File: src/rtl/mbist_seq.sv
module mbist_seq #(
  parameter int ADDR_W = 4,
  parameter int DATA_W = 8
) (
  input  logic              clk,
  input  logic              rst_n,
  input  logic              start,
  input  logic [2:0]        pat_en,
  output logic [ADDR_W-1:0] mem_addr,
  output logic [DATA_W-1:0] mem_wdata,
  output logic              mem_we,
  output logic              mem_re,
  input  logic [DATA_W-1:0] mem_rdata,
  output logic              busy,
  output logic              done,
  output logic              pass,
  output logic [ADDR_W-1:0] fail_addr,
  output logic [1:0]        fail_pat
);
  localparam logic [ADDR_W-1:0] LAST_ADDR = '1;
  localparam logic [1:0] FAM_CHK   = 2'd1;
  localparam logic [1:0] FAM_MARCH = 2'd2;

  typedef enum logic [1:0] {S_IDLE, S_RUN, S_DRAIN} state_t;

  state_t            st;
  logic [1:0]        fam, ph;
  logic [ADDR_W-1:0] addr;
  logic              sub;
  logic [2:0]        en_r;
  logic              cmp_v, cmp_e;
  logic [ADDR_W-1:0] cmp_a;
  logic [1:0]        cmp_f;
  logic              fail_r;

  logic run, is_march, rw_ph, rd, bit_sc, wbit, ebit, step, last_ph, mism;
  logic       nx_ok, st_ok;
  logic [1:0] nx_fam, st_fam;

  assign run      = (st == S_RUN);
  assign is_march = (fam == FAM_MARCH);
  assign rw_ph    = is_march && (ph != 2'd0);
  assign rd       = run && (is_march ? (rw_ph && !sub) : ph[0]);
  assign bit_sc   = (fam == FAM_CHK) ? (~addr[0] ^ ph[1]) : ~ph[1];
  assign wbit     = is_march ? (ph == 2'd1) : bit_sc;
  assign ebit     = is_march ? (ph == 2'd2) : bit_sc;
  assign step     = !rw_ph || sub;
  assign last_ph  = is_march ? (ph == 2'd2) : (ph == 2'd3);
  assign mism     = cmp_v && (mem_rdata != {DATA_W{cmp_e}});

  assign mem_addr  = addr;
  assign mem_wdata = {DATA_W{wbit}};
  assign mem_re    = rd;
  assign mem_we    = run && !rd;
  assign busy      = (st != S_IDLE);
  assign pass      = !fail_r;

  always_comb begin
    nx_ok  = 1'b0;
    nx_fam = 2'd0;
    for (int i = 2; i >= 0; i--) begin
      if (en_r[i] && (i > int'(fam))) begin
        nx_ok  = 1'b1;
        nx_fam = 2'(i);
      end
    end
    st_ok  = |pat_en;
    st_fam = pat_en[0] ? 2'd0 : (pat_en[1] ? 2'd1 : 2'd2);
  end

  always_ff @(posedge clk or negedge rst_n) begin
    if (!rst_n) begin
      st        <= S_IDLE;
      fam       <= '0;
      ph        <= '0;
      addr      <= '0;
      sub       <= 1'b0;
      en_r      <= '0;
      cmp_v     <= 1'b0;
      cmp_e     <= 1'b0;
      cmp_a     <= '0;
      cmp_f     <= '0;
      fail_r    <= 1'b0;
      fail_addr <= '0;
      fail_pat  <= '0;
      done      <= 1'b0;
    end else begin
      done  <= 1'b0;
      cmp_v <= rd;
      cmp_e <= ebit;
      cmp_a <= addr;
      cmp_f <= fam;
      if (mism && !fail_r) begin
        fail_r    <= 1'b1;
        fail_addr <= cmp_a;
        fail_pat  <= cmp_f;
      end
      case (st)
        S_IDLE: if (start) begin
          fail_r    <= 1'b0;
          fail_addr <= '0;
          fail_pat  <= '0;
          en_r      <= pat_en;
          addr      <= '0;
          ph        <= '0;
          sub       <= 1'b0;
          fam       <= st_fam;
          st        <= st_ok ? S_RUN : S_DRAIN;
        end
        S_RUN: begin
          if (rw_ph) sub <= ~sub;
          if (step) begin
            if (addr == LAST_ADDR) begin
              addr <= '0;
              if (last_ph) begin
                ph <= '0;
                if (nx_ok) fam <= nx_fam;
                else       st  <= S_DRAIN;
              end else begin
                ph <= ph + 2'd1;
              end
            end else begin
              addr <= addr + 1'b1;
            end
          end
        end
        default: begin
          st   <= S_IDLE;
          done <= 1'b1;
        end
      endcase
    end
  end
endmodule


File: config.mk
export PLATFORM = sky130hd
export DESIGN_NAME = mbist_seq
export DESIGN_NICKNAME = d
export VERILOG_FILES = /design/src/rtl/mbist_seq.sv
export SDC_FILE = /design/constraint.sdc
export NUM_CORES = 1
export LEC_CHECK = 0
export CORE_MARGIN = 8
export CORE_UTILIZATION = 54
export CTS_BUF_LIST = sky130_fd_sc_hd__clkbuf_8
export CTS_CLUSTER_DIAMETER = 150
export DETAILED_ROUTE_END_ITERATION = 10
export GPL_TIMING_DRIVEN = 0
export PLACE_DENSITY_LB_ADDON = 0.15
export SLEW_MARGIN = 25
export SYNTH_ARGS = -nofsm -noshare
export SYNTH_HDL_FRONTEND = slang
export SYNTH_SLANG_ARGS = --single-unit
File: constraint.sdc
create_clock -name clk -period 4.86 [get_ports clk]
set_input_delay 0.972 -clock clk [delete_from_list [all_inputs] [get_ports clk]]
set_output_delay 0.972 -clock clk [all_outputs]
set_load 0.1 [all_outputs]
==> out/qor.csv, run 1 <==
stage;metric;value;unit
detailed_routing;viasPerCell;5.586;
die;dieArea;0.004703;sq mm
status;run_status;complete, no violations;
synth;seq_area_frac_synth;48.62;%
synth;ys_ff_latch;29;
layout;area_delta_synth_final;33.19;%
grt;gr-total-overflow;0;
clock_tree;postCtsHoldBufs;0;
grt;antenna_found_initial;0;
synth;synthCells;147;
layout;nNetsFinal;209;
job;maxCapViolCount;0;
die;initial_utilization;55.57;%
synth;synth_top_family_by_area;compound AO/OA/AOI/OAI gates;
critical_path;cp-end-kind;output port;
timing;max_freq;0.2461;GHz
clock_tree;clk_path_buf_depth;2;
timing;maxSlewHeadroom;32.86;%
grt;grt_usage;16.18;%
detailed_routing;wl_per_cell;15.05;um
die;coreArea;0.002686;sq mm
die;io_pins;37;
synth;ys_types;39;
detailed_routing;wirelength;3342;um
synth;synthAdderAreaFrac;4.191;%
clock_tree;cts_sinks;29;
synth;synth_edf_count;0;
timing;finalCriticalPeriod;4064;ps
detailed_routing;drc_errors;0;
synth;avgSynthCellArea;10.15;sq um
synth;syn_area;0.001493;sq mm
synth;ys.flop_type;dfrtp_1;
die;rows;19;
timing;worst_slew_pin_slew;1004;ps
clock_tree;root_buffer;clkbuf_8;
placement;gp_congestion;0.8349;
grt;grt_pass1_wl;5616;um
synth;synth_top_area_share;48.62;%
layout;n_antenna_cell;0;
synth;synthTopCellsByArea;dfrtp_1 49%, buf_4 4.5%, a21oi_1 4.4%, ha_1 4.2%, nand3_1 3.4%;
timing;setup_viol;0;
timing;hold_viol;0;
detailed_routing;dr.pass1.iters;4;
layout;layout-drive-gt1-share;12.04;%
placement;dp_hpwl;2499;um
critical_path;required;3890;ps
clock_tree;tritoncts;done;
placement;portBuffers;36;
timing;finClkSkew;5.471;ps
die;die_x;68.58;um
detailed_routing;ant_nets;0;
detailed_routing;vias;1240;
synth;synth_mux_area_share;2.850;%
synth;yosys_warnings;0;
clock_tree;post_cts_buffers;0;
clock_tree;cts_buffers;5;
detailed_routing;drt-initial-drc-count;35;
critical_path;crit_path_max_incr_delay;1170;ps
synth;yosys.area_share.xor_xnor;1.760;%
critical_path;worst_path_max_delay_cell;clkdlybuf4s50_1;
timing;rsz0062_at_grt;false;
critical_path;worstPathCellList;inv_1 -> ha_1 -> or4b_1 -> buf_2 -> a21oi_1 -> clkdlybuf4s50_1;
critical_path;critPathLaunchType;register;
clock_tree;post_cts_resized;0;
layout;final_cell_area;0.001988;sq mm
synth;mappedNetlistNets;166;
critical_path;crit_type;register to output port;
placement;place_area;0.001887;sq mm
timing;post-route-period-util;83.62;%
die;die_h;68.58;um
grt;grt_pass1_vias;1276;
synth;synth_most_common_cell;dfrtp_1;
layout;utilization;74.01;%
timing;finalMaxSlewViolations;0;
synth;yosys.area_share.simple;17.44;%
timing;fin_tns_setup;0;ps
grt;grt_max_degree;30;
synth;synth-compound-area-share;18.02;%
critical_path;crit_arrival;3090;ps
synth;synthArstFlopShare;100.0;%
clock_tree;clock_latency;280;ps
critical_path;crit_fanout;6;
clock_tree;clkTransAtPathRegs;60;ps
clock_tree;htreeDepth;2;
synth;synthTopCellsByCount;29 x dfrtp_1, 13 x a21oi_1, 13 x nand2_1, 10 x nand3_1, 10 x o21ai_0;
worst_hold_path;hold_class;register to register;
synth;yosys.area.top_type;dfrtp_1;
-- final timing paths --
path	start	endpoint	slack (ps)	depth (start not counted)
setup / recovery	ph[0]$_DFFE_PN0P_	mem_re	800	6
hold / removal	fam[1]$_DFFE_PN0P_	cmp_f[1]$_DFF_PN0_	380	0
setup reg to reg	ph[0]$_DFFE_PN0P_	fam[0]$_DFFE_PN0P_	2550	7
hold reg to reg	fam[1]$_DFFE_PN0P_	cmp_f[1]$_DFF_PN0_	380	0
max in group asynchronous	rst_n	cmp_e$_DFF_PN0_	3740	1
min in group asynchronous	rst_n	done$_DFF_PN0_	710	1
-- registers in the layout, indices dropped and copies added (netlist names) --
| signal | count |
|---|---|
| ph | 2 |
| cmp_a | 4 |
| fail_r | 1 |
| done | 1 |
| fail_pat | 2 |
| st | 2 |
| cmp_v | 1 |
| fam | 2 |
| cmp_e | 1 |
| sub | 1 |
| en_r | 2 |
| mem_addr | 4 |
| fail_addr | 4 |
| cmp_f | 2 |
-- metal layers --
metal	part of all wire, %	GRT usage [%]
met5	0	0
met4	2.4	9.463
met3	8.6	6.139
met2	51	26.95
met1	38	17.18
-- worst max-delay path: cells and delay by family (launching register included) --
family	cells	cell delay [ps]
simple gates	1	490
compound gates	1	170
fa+ha+maj	1	240
buf+inv	3	1470
flops	1	430
-- placed cells by master, fill, tap and decap left out, drive strengths merged, types with 2 or more instances in the layout --
cell type	Yosys	routed
mux2	2	2
nor3b	2	2
nor2b	2	2
a211oi	3	3
nand3	10	10
xor2	2	2
buf	10	11
ha	5	5
and3b	2	2
nand2	13	13
a21oi	13	13
dfrtp	29	29
nand2b	3	3
inv	5	5
or3	2	2
clkbuf	4	11
o31ai	4	4
clkdlybuf4s50	0	35
o21ai	10	10
mux2i	2	2
nor2	7	7
o41ai	2	2
-- layout make-up --
| cell class | instances | area, sq um |
|---|---|---|
| inverters | 5 | 18.77 |
| fillers | 203 | 698.2 |
| well taps | 31 | 38.79 |
| multi-input cells | 99 | 660.6 |
| plain buffers | 14 | 87.58 |
| clock inverters | 1 | 5.005 |
| clock buffers | 7 | 96.34 |
| flip-flops and latches | 29 | 725.7 |
| repair buffers | 36 | 355.3 |
-- stage by stage --
stage	cells	hold WS [ps]	setup WS, ps
after floorplan	147	354.8	1059
after global placement	214	360.8	1142
after detailed placement	214	365.5	1097
after CTS	222	383.6	789.2
after global routing	222	391.3	626.9
final	222	382.5	795.9
-- cells by family (layout without fill, tap and decap cells) --
logic type | count (synthesis) | in the layout
AND/OR/NAND/NOR | 49 | 49
adder cells (fa/ha/maj) | 5 | 5
AO/OA/AOI/OAI | 38 | 38
multiplexers | 4 | 4
XOR/XNOR | 3 | 3
buffers and inverters | 19 | 63
flip-flops | 29 | 29
Power of run 1 is not shown: default switching activity piles up to over one toggle a cycle in this logic, so the estimate is an artifact.
==> inputs of run 2 (changes only) <==
CORE_UTILIZATION = 46   (was 54)
clock period = 3.5 ns   (was 4.86 ns; I/O delays follow)
==> run 2 against run 1 <==
  * Worst setup slack lost 520 ps
  * Register-to-register slack lost 1300 ps
  * Clock skew up 6.9 ps
  * Critical path depth grew 1
  * Non-clock buffer count stayed put
  * Utilization is 8.6 points lower
  * Sequential share of layout area fell by 0.48 points
  * Flip-flop and latch count is the same
  * Die area up 13%
  * Critical path type unchanged
  * Critical endpoint is now mem_wdata[1]
==> out/qor.csv, run 2 (same netlist as run 1, synthesis figures left out) <==
stage;metric;value;unit;change
status;run_status;complete, no violations;;unchanged
layout;final_cell_mix;29 x dfrtp_1, 25 x clkdlybuf4s50_1, 13 x nand2_1;;was 35 x clkdlybuf4s50_1, 29 x dfrtp_1, 13 x nand2_1, 13 x a21oi_1
clock_tree;cts_sinks;29;;unchanged
timing;finalMaxSlewViolations;0;;unchanged
timing;fin_tns_setup;0;ps;unchanged
layout;fin_cells;235;;was 222
worst_hold_path;hold_class;register to register;;unchanged
die;die_x;72.97;um;was 68.58 um
clock_tree;clock_latency;290;ps;was 280 ps
die;coreArea;0.003078;sq mm;was 0.002686 sq mm
layout;utilization;65.45;%;was 74.01%
die;dieArea;0.005324;sq mm;was 0.004703 sq mm
clock_tree;htreeDepth;2;;unchanged
critical_path;cp-end-kind;output port;;unchanged
clock_tree;root_buffer;clkbuf_8;;unchanged
layout;n_antenna_cell;0;;unchanged
critical_path;crit_type;register to output port;;unchanged
critical_path;worstPathCellList;buf_4 -> nor2b_1 -> xnor2_1 -> nand2_1 -> o21ai_1 -> buf_4 -> dlygate4sd2_1;;was inv_1 -> ha_1 -> or4b_1 -> buf_2 -> a21oi_1 -> clkdlybuf4s50_1
timing;hold_viol;0;;unchanged
critical_path;crit_top_cell;buf_4;;
timing;worst_slew_pin_slew;979.1;ps;was 1004 ps
critical_path;crit_path_max_incr_delay;850;ps;was 1170 ps
grt;gr-total-overflow;0;;unchanged
layout;nFillCells;275;;was 203
placement;place_area;0.001907;sq mm;was 0.001887 sq mm
detailed_routing;dr.pass1.iters;4;;unchanged
timing;setup_viol;0;;unchanged
critical_path;required;2800;ps;was 3890 ps
die;die_h;72.97;um;was 68.58 um
timing;finClkSkew;12.38;ps;was 5.471 ps
clock_tree;clkTransAtPathRegs;70;ps;was 60 ps
layout;nNetsFinal;209;;unchanged
critical_path;r2r_cells;7;;unchanged
job;maxCapViolCount;0;;unchanged
timing;maxSlewHeadroom;34.52;%;was 32.86%
grt;antenna_found_initial;0;;unchanged
clock_tree;postCtsHoldBufs;0;;unchanged
critical_path;worst_path_max_delay_cell;dlygate4sd2_1;;was clkdlybuf4s50_1
die;initial_utilization;48.50;%;was 55.57%
grt;grt_pass1_vias;1242;;was 1,276
timing;finalCriticalPeriod;3223;ps;
timing;max_freq;0.3103;GHz;
critical_path;crit_arrival;2520;ps;was 3090 ps
grt;grt_max_degree;30;;unchanged
layout;final_cell_area;0.002014;sq mm;was 0.001988 sq mm
critical_path;startpoint;fam[1]$_DFFE_PN0P_;;was ph[0]$_DFFE_PN0P_
detailed_routing;drt-initial-drc-count;111;;was 35
die;rows;20;;was 19
detailed_routing;wirelength;3357;um;was 3342 um
detailed_routing;wl_per_cell;14.29;um;was 15.05 um
clock_tree;clk_path_buf_depth;2;;unchanged
placement;gp_congestion;0.8295;;was 0.8349
clock_tree;tritoncts;done;;unchanged
timing;post-route-period-util;92.08;%;
critical_path;crit_end;mem_wdata[1];;was mem_re
critical_path;r2r_slack;1220;ps;was 2550 ps
critical_path;worstReg2RegEnd;fam[1]$_DFFE_PN0P_;;was fam[0]$_DFFE_PN0P_
detailed_routing;drc_errors;0;;unchanged
critical_path;r2r_start;ph[0]$_DFFE_PN0P_;;unchanged
timing;rsz0062_at_grt;false;;unchanged
die;io_pins;37;;unchanged
grt;grt_pass1_wl;5775;um;was 5616 um
critical_path;crit_fanout;10;;was 6
placement;dp_hpwl;2508;um;was 2499 um
layout;final_common_cell;dfrtp_1;;was clkdlybuf4s50_1
detailed_routing;ant_nets;0;;unchanged
clock_tree;cts_buffers;5;;unchanged
grt;grt_usage;14.04;%;was 16.18%
detailed_routing;vias;1231;;was 1,240
layout;layout-drive-gt1-share;13.09;%;was 12.04%
placement;dp.cells;227;;was 214
detailed_routing;viasPerCell;5.238;;was 5.586
layout;area_delta_synth_final;34.95;%;was 33.19%
critical_path;critPathLaunchType;register;;unchanged
placement;portBuffers;36;;unchanged
run 2: worst min-delay path by stage:
stage	startpoint	to	slack [ps]	cells after the start
6_report	fam[1]$_DFFE_PN0P_	cmp_f[1]$_DFF_PN0_	390	0
5_1_grt	fam[1]$_DFFE_PN0P_	cmp_f[1]$_DFF_PN0_	390	0
4_1_cts	fam[1]$_DFFE_PN0P_	cmp_f[1]$_DFF_PN0_	390	0
3_5_place_dp	fam[1]$_DFFE_PN0P_	cmp_f[1]$_DFF_PN0_	360	0
3_3_place_gp	fam[1]$_DFFE_PN0P_	cmp_f[1]$_DFF_PN0_	360	0
2_1_floorplan	fam[1]$_DFFE_PN0P_	cmp_f[1]$_DFF_PN0_	350	0
run 2: critical path, delay by kind of cell, from the launching register on:
kind	cells	cell delay (ps)
buffers and inverters	3	1220
flip-flops	1	380
AO/OA/AOI/OAI	1	300
AND/OR/NAND/NOR	2	220
XOR/XNOR	1	130
run 2: routing by layer:
metal	GRT usage [%]	routed length [um]
met1	15.30	1377
met2	21.97	1639
met3	5.907	242
met4	8.889	97
met5	0	0
run 2: metrics by stage:
step	hold slack [ps]	setup WS (ps)
after floorplan	354.8	303.3
after global placement	359.6	79.94
after detailed placement	361.7	48.33
after CTS	388.2	5.911
after global routing	392.4	88.68
final	385.0	277.3
run 2: final cells by class:
type                            instances  area, sq um  share of cell area (%)
Sequential cell                        29        725.7                   36.02
Buffer                                 14        87.58                   4.348
Tap cell                               44        55.05                   2.733
Multi-Input combinational cell         99        664.4                   32.98
Clock inverter                          2        37.54                   1.863
Inverter                                5        18.77                  0.9317
Timing Repair Buffer                   36        342.8                   17.02
Clock buffer                            6        82.58                   4.099
run 2: timing repair:
action	4_1_cts	5_1_grt
setup endpoints to repair	10	9
pin swaps	0	0
gates resized for setup	10	6
buffers inserted	0	0
Power of run 2 is left out for the same reason.
